### src/rtl/irq_src_pkg.sv
package irq_src_pkg;
    localparam int DATA_W         = 32;
    localparam int ADDR_W         = 10;
    localparam int WORD_W         = ADDR_W - 2;
    localparam int CODE_W         = 4;
    localparam int LINE_CNT       = 16;
    localparam int FIELDS_PER_REG = 4;
    localparam int SEL_REGS       = LINE_CNT / FIELDS_PER_REG;
    localparam int SEL_BITS       = FIELDS_PER_REG * CODE_W;
    localparam int SEL_IDX_W      = $clog2(SEL_REGS);

    localparam logic [WORD_W-1:0] W_REMAP    = WORD_W'(0);
    localparam logic [WORD_W-1:0] W_PMODE    = WORD_W'(1);
    localparam logic [WORD_W-1:0] W_SEL_BASE = WORD_W'(2);
    localparam logic [WORD_W-1:0] W_SEL_LAST = WORD_W'(2 + SEL_REGS - 1);
    localparam logic [WORD_W-1:0] W_COMP     = WORD_W'(8);

    typedef enum logic [1:0] {
        RK_UNMAPPED,
        RK_ZERO,
        RK_SEL,
        RK_COMP
    } reg_kind_e;

    typedef struct packed {
        reg_kind_e              kind;
        logic [SEL_IDX_W-1:0]   idx;
    } acc_t;

    function automatic acc_t decode_word(input logic [WORD_W-1:0] w);
        acc_t d;
        d.kind = RK_UNMAPPED;
        d.idx  = '0;
        if (w == W_REMAP || w == W_PMODE) begin
            d.kind = RK_ZERO;
        end else if (w >= W_SEL_BASE && w <= W_SEL_LAST) begin
            d.kind = RK_SEL;
            d.idx  = SEL_IDX_W'(w - W_SEL_BASE);
        end else if (w == W_COMP) begin
            d.kind = RK_COMP;
        end
        return d;
    endfunction
endpackage

### src/rtl/isel_regs.sv
module isel_regs
    import irq_src_pkg::*;
(
    input  logic                         clk,
    input  logic                         rst,
    input  logic                         wr_en,
    input  logic                         rd_en,
    input  logic [WORD_W-1:0]            word,
    input  logic [DATA_W-1:0]            wdata,
    output logic [DATA_W-1:0]            rdata,
    output logic [LINE_CNT*CODE_W-1:0]   sel_flat
);
    logic [SEL_REGS-1:0][SEL_BITS-1:0] sel_q;
    logic [DATA_W-1:0]                 comp_q;
    logic [DATA_W-1:0]                 rd_mux;
    acc_t                              acc;

    assign acc = decode_word(word);

    always_ff @(posedge clk) begin
        if (rst) begin
            sel_q  <= '0;
            comp_q <= '0;
        end else if (wr_en) begin
            case (acc.kind)
                RK_SEL:  sel_q[acc.idx] <= wdata[SEL_BITS-1:0];
                RK_COMP: comp_q         <= wdata;
                default: ;
            endcase
        end
    end

    always_comb begin
        case (acc.kind)
            RK_SEL:  rd_mux = DATA_W'(sel_q[acc.idx]);
            RK_COMP: rd_mux = comp_q;
            default: rd_mux = '0;
        endcase
    end

    always_ff @(posedge clk) begin
        if (rst)        rdata <= '0;
        else if (rd_en) rdata <= rd_mux;
        else            rdata <= '0;
    end

    assign sel_flat = sel_q;
endmodule

### src/rtl/isel_line_mux.sv
module isel_line_mux
    import irq_src_pkg::*;
#(
    parameter int NPORT = 9
) (
    input  logic                         clk,
    input  logic                         rst,
    input  logic [NPORT*LINE_CNT-1:0]    pin_lvl,
    input  logic [LINE_CNT*CODE_W-1:0]   sel_flat,
    output logic [LINE_CNT-1:0]          lines
);
    for (genvar n = 0; n < LINE_CNT; n++) begin : g_line
        logic [CODE_W-1:0] code;
        logic              hit;
        logic              lvl;

        assign code = sel_flat[n*CODE_W +: CODE_W];

        always_comb begin
            hit = 1'b0;
            lvl = 1'b0;
            for (int p = 0; p < NPORT; p++) begin
                if (code == CODE_W'(p)) begin
                    hit = 1'b1;
                    lvl = pin_lvl[p*LINE_CNT + n];
                end
            end
        end

        always_ff @(posedge clk) begin
            if (rst)      lines[n] <= 1'b0;
            else if (hit) lines[n] <= lvl;
        end
    end
endmodule

### src/rtl/irq_src_select.sv
module irq_src_select
    import irq_src_pkg::*;
#(
    parameter int NPORT = 9
) (
    input  logic                       clk,
    input  logic                       rst,
    input  logic                       bus_wr_en,
    input  logic                       bus_rd_en,
    input  logic [ADDR_W-1:0]          bus_addr,
    input  logic [DATA_W-1:0]          bus_wdata,
    output logic [DATA_W-1:0]          bus_rdata,
    input  logic [NPORT*LINE_CNT-1:0]  pin_lvl_i,
    output logic [LINE_CNT-1:0]        line_o
);
    logic [LINE_CNT*CODE_W-1:0] sel_flat;
    logic [WORD_W-1:0]          word;

    assign word = bus_addr[ADDR_W-1:2];

    isel_regs u_regs (
        .clk      (clk),
        .rst      (rst),
        .wr_en    (bus_wr_en),
        .rd_en    (bus_rd_en),
        .word     (word),
        .wdata    (bus_wdata),
        .rdata    (bus_rdata),
        .sel_flat (sel_flat)
    );

    isel_line_mux #(.NPORT(NPORT)) u_mux (
        .clk      (clk),
        .rst      (rst),
        .pin_lvl  (pin_lvl_i),
        .sel_flat (sel_flat),
        .lines    (line_o)
    );
endmodule

### config.mk
export PLATFORM = sky130hd
export DESIGN_NAME = irq_src_select
export DESIGN_NICKNAME = d
export VERILOG_FILES = /design/src/rtl/irq_src_pkg.sv /design/src/rtl/isel_regs.sv /design/src/rtl/isel_line_mux.sv /design/src/rtl/irq_src_select.sv
export SDC_FILE = /design/constraint.sdc
export NUM_CORES = 1
export LEC_CHECK = 0
export BUFFER_PORTS_ARGS = -buffer_cell sky130_fd_sc_hd__buf_4
export CORE_MARGIN = 1
export CORE_UTILIZATION = 24
export DETAILED_ROUTE_END_ITERATION = 10
export GPL_ROUTABILITY_DRIVEN = 0
export GPL_TIMING_DRIVEN = 0
export SETUP_SLACK_MARGIN = 0.02
export SYNTH_ARGS = -nofsm -noshare
export SYNTH_HDL_FRONTEND = slang
export SYNTH_SLANG_ARGS = --single-unit
### constraint.sdc
create_clock -name clk -period 3.55 [get_ports clk]
set_clock_uncertainty 0.05 [all_clocks]
set_input_delay 0.1775 -clock clk [delete_from_list [all_inputs] [get_ports clk]]
set_output_delay 0.1775 -clock clk [all_outputs]
set_load 0.005 [all_outputs]
# ---- Word-level counts from Yosys, hierarchy flattened
# Cells that the tools add are included.
dict set report word_totals {
  input_bits 190
  elab_cells 482
  register_bits 144
}
dict set report classes {
  magnitude_cmp 4
  eq_ne 132
  n_bitwise 1
  n_reduce_logical 23
  add_sub_neg 1
  muxes 299
}
# cell n
set op_table {}
lappend op_table {{$mux 1} 288}
lappend op_table {{$eq 4x3->1 const B} 64}
lappend op_table {{$eq 4x2->1 const B} 32}
lappend op_table {{$bwmux 64} 1}
lappend op_table {{$eq 4x1->1 const B} 16}
lappend op_table {{$eq 4x4->1 const B} 16}
lappend op_table {{$logic_not 4->1} 16}
lappend op_table {{$pmux 32 s2} 1}
lappend op_table {{$bmux 16 s2} 1}
lappend op_table {{$demux 16 s2} 1}
lappend op_table {{$mux 16} 2}
lappend op_table {{$mux 2} 5}
lappend op_table {{$eq 8x1->1 const B} 1}
lappend op_table {{$eq 8x4->1 const B} 1}
lappend op_table {{$ge 8x2->1 const B} 1}
lappend op_table {{$le 8x3->1 const B} 1}
lappend op_table {{$logic_not 8->1} 1}
lappend op_table {{$eq 2x2->1 const B} 2}
lappend op_table {{$reduce_and 2->1} 2}
lappend op_table {{$lt 2x3->1 const B} 1}
lappend op_table {{$ge 2x1->1 const B} 1}
lappend op_table {{$logic_and 1x1->1} 2}
lappend op_table {{$reduce_or 2->1} 1}
lappend op_table {{$sub 2x2->2 const B} 1}
lappend op_table {{other kinds (2)} 2}

# ---- Depth between registers and ports, before layout
# Gate-level depths: netlist (run 1).
dict set report logic_depth {
  depth_word 10
  depth_mapped 7
  ltp_nobuf 4
}

# ---- Modules after synthesis
# From an unflattened synthesis (run 1), not the netlist that was laid out.
dict set report hier_totals {
  hier_cells 715
  area_unflattened_um2 6688.9
}
# module cells_per_inst instances seq_area_each_um2 area_each_um2
set modules_own_cells {}
lappend modules_own_cells {isel_regs 522 1 2562.5 4802.1}
lappend modules_own_cells {isel_line_mux 193 1 320.3 1886.8}

# ---- Worst setup path after synthesis (run 1)
# OpenSTA, ideal clock, no wires.
dict set report synth_timing {
  path_kind {input-to-reg}
  startpoint {in bus_addr[6]}
  endpoint {reg u_regs.sel_q (netlist bit u_regs.sel_flat[49])}
  arrival_time_ns 1.688
  slack_ns 1.698
  required_time_ns 3.386
  path_stages 5
  path_cell_list {or4_4 nor4_4 buf_8 mux2i_1 nor2_1}
}
dict set report synth_between {
  elab_chain_cells 9
}
# element line_no
set synth_lines {}
lappend synth_lines {{start: declaration} irq_src_select.sv:10} ;# input logic [ADDR_W-1:0] bus_addr,
lappend synth_lines {{$ge 8x2->1 / $le 8x3->1 (equally long branches)} irq_src_pkg.sv:36} ;# end else if (w >= W_SEL_BASE && w <= W_SEL_LAST) begin
lappend synth_lines {{$logic_and 1x1->1} irq_src_pkg.sv:36}
lappend synth_lines {{$mux 2} irq_src_pkg.sv:36}
lappend synth_lines {{$mux 2} irq_src_pkg.sv:34} ;# if (w == W_REMAP || w == W_PMODE) begin
lappend synth_lines {{$lt 2x3->1 (implied by the code) / $ge 2x1->1 (equally long branches)} isel_regs.sv:26} ;# RK_SEL: sel_q[acc.idx] <= wdata[SEL_BITS-1:0];
lappend synth_lines {{$logic_and 1x1->1 (implied by the code)} isel_regs.sv:26}
lappend synth_lines {{$mux 16 (implied by the code)} isel_regs.sv:26}
lappend synth_lines {{$demux 16 s2} --}
lappend synth_lines {{$bwmux 64} isel_regs.sv:26}
lappend synth_lines {{end signal: indexed assignment} isel_regs.sv:26}
lappend synth_lines {{end: declaration} isel_regs.sv:13} ;# logic [SEL_REGS-1:0][SEL_BITS-1:0] sel_q;
# Several ways; a longest one is shown, not always the timed one.
# A chain may end at the register's enable or synchronous reset.

# ---- Worst setup path after layout (run 1)
dict set report layout_timing {
  startpoint {in bus_addr[6]}
  endpoint {reg u_regs.sel_q (netlist bit u_regs.sel_flat[26])}
}
# Same word-level chain as after synthesis.

==> impl_results.md, run 1 <==
- Status: complete, but fails checks
- Failing checks: design-rule violations
- Gate power share: 0.091
- RSZ-0062 raised after global routing: false
- Num Clock Sinks: 144
- Post-DP HPWL: 16470 um
- Area grow syn2layout: 48.50%
- Initial antenna violation count: 0
- Post-synthesis simple-gate area fraction: 0.1709
- Sw Ratio: 0.2209
- Most common cell in the netlist: dfxtp_1
- Reg power frac: 0.421
- Synth Area in XOR/XNOR: 0.001364
- Initial core utilization: 0.2457
- Synth warn: 0
- Vias in the first global route: 5825
- IO Pins: 238
- Seq/Total Area, Yosys: 0.4489
- Largest net degree at the start of global routing: 17
- Yosys top cell area share: 0.4489
- Hold_buf cts: 32
- Final std cells w/o fill: 1284
- Register bit count reported by yosys: 144
- Congestion Overflow GR: 0
- CTS tree: built
- Fmax: 454.5 MHz
- Clock network fraction of design power: 0.489
- Initial drt markers: 381
- Post-Synth Adder-Cell Area: 0
- Final worst path period share: 0.6198
- Drt drc: 34
- Worst Max-Slew Pin Slew: 0.9696 ns
- Worst hold path class: in -> reg
- Slew Limit Fails: 0
- Num rows: 59
- Drt first pass iters: 8
- Final core occ: 0.3649
- Pint: 3.026 mW
- Die Wd: 165.6 um
- Compound-gate portion of the synthesized area: 0.1099
- Top post-synthesis cells by area: dfxtp_1 (45%), mux2i_1 (12%), mux4_2 (11%)
- Die height: 165.6 um
- Final hold violation count: 0
- Min cycle time layout: 2.200 ns
- Fin Setup TNS: 0 ns
- Vias per cell: 4.688
- Main combinational cell family by area after synthesis: multiplexers
- Clock buffer depth: 2
- Yosys top cell by area: dfxtp_1
- First-pass GRT wire length: 32310 um
- Final Setup Violations: 0
- DRT antenna net count: 0
- CTS Root Cell: clkbuf_16
- Critical Path Start Type: primary input
- Area of the die: 27410 sq um
- Fin nets: 1126
- Req. time, crit path: 3.79 ns
- Pleak: 3.859 nW
- Crit Path Class: in -> reg
- Post-DR wirelength/cell: 16.98 um
- Reg clk slew, reported paths: 0.06 ns
- Worst-path maximum fanout: 10
- Post-synth ARST share: 0
- Avg Cell Area, Syn: 9.864 sq um
- Wirelength, routed: 21810 um
- Synth top cells by count: dfxtp_1 (144), nand2_1 (112), mux2i_1 (80)
- Pwr Total: 3.884 mW
- Synth Flop Type: dfxtp_1
- Via count: 6019
- WP data arrival: 2.44 ns
- PortBufs: 234
- Synthesized area: 6421 sq um
- Tot GR Track Use: 0.1598
- Antenna cells: 0
- Element type at the critical path end: register
- Post-Synthesis Cells: 651
- Inst Count DP: 1220
- Switching power: 0.8581 mW
- Max-Cap Viols: 0
- Post-synth EDFFs: 0
- Core area: 26130 sq um
- Postcts setup bufs: 0
- Share of layout cells above drive strength 1: 0.3267
- Syn nets: 841
- Num CTS Buffers: 17
- Synth unique cells: 34
- Post-CTS Resized: 0
- Max rail drop VDD: 0.2988 mV
- Pwr/cell area: 407.3 nW/um^2
- Worst-Skew Late Latency: 0.42 ns
- Multiplexer area fraction after synthesis: 0.2369
- H-tree levels: 4
- Slew margin rel.: 0.3536
routing by layer:
metal,vias to the layer above,global-route usage,part of all wire
li1,2915,-,-
met1,2890,0.1985,0.44
met2,202,0.2773,0.50
met3,12,0.03222,0.058
met4,0,0.04545,0.0071
met5,-,0,0
area by class of cell:
class / instances / area (sq um)
fillers: 2690 / 16600
multi-input cells: 467 / 3333
flip-flops and latches: 144 / 2883
repair buffers: 266 / 2077
clock buffers: 19 / 432.9
well taps: 335 / 419.2
plain buffers: 38 / 197.7
clock inverters: 13 / 185.2
inverters: 2 / 7.507
state kept, by name, indices dropped and copies added (netlist names):
signal,cells
u_regs.sel_flat,64
u_regs.comp_q,32
u_mux.lines,16
u_regs.rdata,32
critical path, stage by stage:
cell,delay (ns)
buf_4,0.11
nor4_1,0.78
nand3_1,0.66
buf_2,0.45
mux2i_1,0.20
nor2_1,0.05
power by group through the flow:
stage / Clock [mW] / Sequential [mW] / Combinational, mW
after floorplan: 0 / 1.67 / 0.101
after global placement: 0 / 1.67 / 0.321
after detailed placement: 0 / 1.67 / 0.326
after CTS: 1.94 / 1.63 / 0.356
after global routing: 2.01 / 1.63 / 0.380
final: 1.90 / 1.63 / 0.352
cells by family after synthesis:
family / after synthesis
DFF: 144
xor gates and xnor gates: 1
muxes: 112
and+or+nand+nor: 241
AOI/OAI and AO/OA: 113
buffers and inverters: 40
layout by cell type, fill, tap and decap left out, types with 2 or more instances in the layout:
| cell | n |
|---|---|
| buf_2 | 4 |
| and2_1 | 16 |
| mux4_2 | 32 |
| clkbuf_8 | 2 |
| o21ai_0 | 16 |
| and3_1 | 2 |
| nor3_1 | 16 |
| dfxtp_1 | 144 |
| a221oi_1 | 16 |
| nand3_1 | 2 |
| nand2_1 | 112 |
| nor4_4 | 2 |
| buf_4 | 235 |
| a21oi_1 | 49 |
| buf_6 | 2 |
| inv_1 | 2 |
| clkinvlp_4 | 5 |
| bufinv_16 | 4 |
| clkbuf_16 | 17 |
| dlygate4sd3_1 | 32 |
| nor2b_1 | 16 |
| clkinv_2 | 2 |
| a211oi_1 | 32 |
| mux2i_1 | 80 |
| clkbuf_1 | 29 |
| nor2_1 | 65 |
| inv_6 | 2 |
metrics by stage:
step	hold WS (ns)	instance area [sq um]	setup WS, ns
after global placement	0.3813	8597	0.8011
final	0.06657	9535	1.350
after CTS	0.04830	9535	1.259
after detailed placement	0.3853	8597	0.8037
after global routing	0.05357	9535	1.140
after floorplan	0.2635	6421	1.698
path summary, 6_finish.rpt:
check,endpoint,startpoint,cells past startpoint,slack (ns)
setup / recovery,u_regs.sel_flat[26],bus_addr[6],6,1.35
hold / removal,u_mux.lines[6],pin_lvl_i[134],3,0.07
setup reg to reg,u_mux.lines[0],u_regs.sel_flat[0],4,1.85
hold reg to reg,u_regs.rdata[16],u_regs.comp_q[16],1,0.40
No activity file was read; power rests on OpenSTA's default activity.
==> inputs of run 2 (changes only) <==
Clock period 3.55 ns to 2.26 ns, I/O delays scaled along.
==> run 2 against run 1 <==
  * The flow still finishes with violations (design-rule violations)
  * Largest power group unchanged
  * Routed wire length up 0.35%
  * Sequential cell count stayed put
  * Register-to-register slack worse by 1.3 ns
  * Hold slack worse by 0.048 ns
  * Largest cell class unchanged
  * Combinational power rose by 61%
  * Cell area increased by 1.2%
  * Critical path type unchanged
==> impl_results.md, run 2 (synthesis gave the netlist of run 1 again) <==
- Status: complete, but fails checks
- Failing checks: design-rule violations
- Initial drt markers: 415 (+8.9%)
- Max-Cap Viols: 0 (unchanged)
- Final hold violation count: 0 (unchanged)
- Fmax: 513.7 MHz
- DRT antenna net count: 0 (unchanged)
- Worst-path maximum fanout: 10 (unchanged)
- Most common cell after layout, fill and taps aside: buf_4
- Worst Max-Slew Pin Slew: 0.9703 ns (+0.0007592 ns)
- Inst Count DP: 1220 (unchanged)
- H-tree levels: 4 (unchanged)
- Max reg flops: 64 (unchanged)
- Num rows: 59 (unchanged)
- Tot GR Track Use: 0.1606 (+0.0008549)
- Reg-to-Reg Start: u_regs.sel_flat[44]
- CTS tree: built
- Wirelength, routed: 21880 um (+0.35%)
- Pwr Total: 6.114 mW (+57%)
- Final Setup Violations: 0 (unchanged)
- Post-route cell area: 9652 sq um (+1.2%)
- Final std cells w/o fill: 1295 (+0.86%)
- Placed cell area: 8597 sq um (unchanged)
- Area of the die: 27410 sq um (unchanged)
- Critical path startpoint: bus_addr[3]
- Dpl ws: -0.4218 ns (-1.226 ns)
- Core area: 26130 sq um (unchanged)
- Fin nets: 1137 (+0.98%)
- Slew margin rel.: 0.3531 (-0.0005060)
- Area grow syn2layout: 50.31%
- IO Pins: 238 (unchanged)
- Share of layout cells above drive strength 1: 0.3240 (-0.002701)
- Die Wd: 165.6 um (unchanged)
- Congestion Overflow GR: 0 (unchanged)
- Pleak: 3.906 nW (+1.2%)
- Drt drc: 34 (unchanged)
- Die height: 165.6 um (unchanged)
- PortBufs: 234 (unchanged)
- Initial antenna violation count: 0 (unchanged)
- Via count: 6063 (+0.73%)
- Crit Path Class: in -> reg
- Vias per cell: 4.682 (-0.12%)
- Critical hold path startpoint: pin_lvl_i[131]
- Drt first pass iters: 8 (unchanged)
- Post-DR wirelength/cell: 16.90 um (-0.50%)
- RSZ-0062 raised after global routing: false
- Max rail drop VDD: 0.4663 mV (+56%)
- Worst-Skew Late Latency: 0.42 ns (about the same)
- Final worst path period share: 0.8613
- Critical Path Start Type: primary input
- Most frequent cells in the layout: buf_4 (235), dfxtp_1 (144), nand2_1 (112), mux2i_1 (80), nor2_1 (65)
- Vias in the first global route: 5858 (+0.57%)
- Initial core utilization: 0.2457 (unchanged)
- Pwr/cell area: 633.5 nW/um^2 (+56%)
- Worst hold path class: in -> reg
- Clock buffer depth: 2 (unchanged)
- Min cycle time layout: 1.947 ns
- Slew Limit Fails: 0 (unchanged)
- Num CTS Buffers: 17 (unchanged)
- Num Clock Sinks: 144 (unchanged)
- Final worst slack: 0.3135 ns (-1.036 ns)
- Req. time, crit path: 2.52 ns (-1.27 ns)
- CTS Root Cell: clkbuf_16
- Post-DP HPWL: 16470 um (unchanged)
- Reg clk slew, reported paths: 0.06 ns (about the same)
- Element type at the critical path end: register
- WP data arrival: 2.21 ns (-0.23 ns)
- Antenna cells: 0 (unchanged)
- First-pass GRT wire length: 32490 um (+0.58%)
- Largest net degree at the start of global routing: 17 (unchanged)
-- run 2: cell count changes in the layout (fill, tap and decap cells not counted), sizes merged --
cell and delta:
dlygate4sd3 +11
-- run 2: metal layers --
layer | track usage | part of all wire | wire [um]
met5 | 0 | 0 | 0
met3 | 0.03147 | 0.066 | 1439
met4 | 0.04545 | 0.0072 | 157
met1 | 0.1991 | 0.43 | 9344
met2 | 0.2801 | 0.50 | 10940
-- run 2: timing repair --
item                                   4_1_cts  5_1_grt
setup endpoints to repair                    0       10
endpoints found under the hold margin      107        0
gates resized for setup                      0        1
hold buffers                                43        0
buffers inserted                             0        0
-- run 2: final timing paths --
path | end | slack (ns) | depth (start not counted)
hold reg to reg | u_regs.rdata[16] | 0.40 | 1
setup reg to reg | u_mux.lines[11] | 0.56 | 4
setup / recovery | u_regs.rdata[11] | 0.31 | 7
hold / removal | u_mux.lines[3] | 0.02 | 3
-- run 2: layout make-up --
type / instances / area (sq um)
buffer: 38 / 197.7
multi-input combinational: 467 / 3339
fill: 2685 / 16480
tap: 335 / 419.2
timing repair buffer: 277 / 2187
clock inverter: 13 / 185.2
clock buffer: 19 / 432.9
sequential: 144 / 2883
inverter: 2 / 7.507
-- run 2: report_power, final --
group / switching [mW] / internal (mW)
logic: 0.207 / 0.361
registers: 0.0114 / 2.56
clock network: 1.13 / 1.85
-- run 2: critical path: stages --
cell      delay, ns
buf_4          0.14
and3b_1        0.17
clkbuf_1       0.22
a21oi_1        0.62
clkbuf_1       0.51
a221oi_1       0.15
o21ai_0        0.29
-- run 2: metrics by stage --
stage          hold WS (ns)  utilization  setup TNS (ns)
3_5_place_dp         0.3208       0.3290          -9.640
2_1_floorplan        0.1990            -               0
3_3_place_gp         0.3168       0.3290          -10.46
6_report            0.01834       0.3693               0
5_1_grt             0.01870       0.3693               0
4_1_cts           0.0004675       0.3691               0
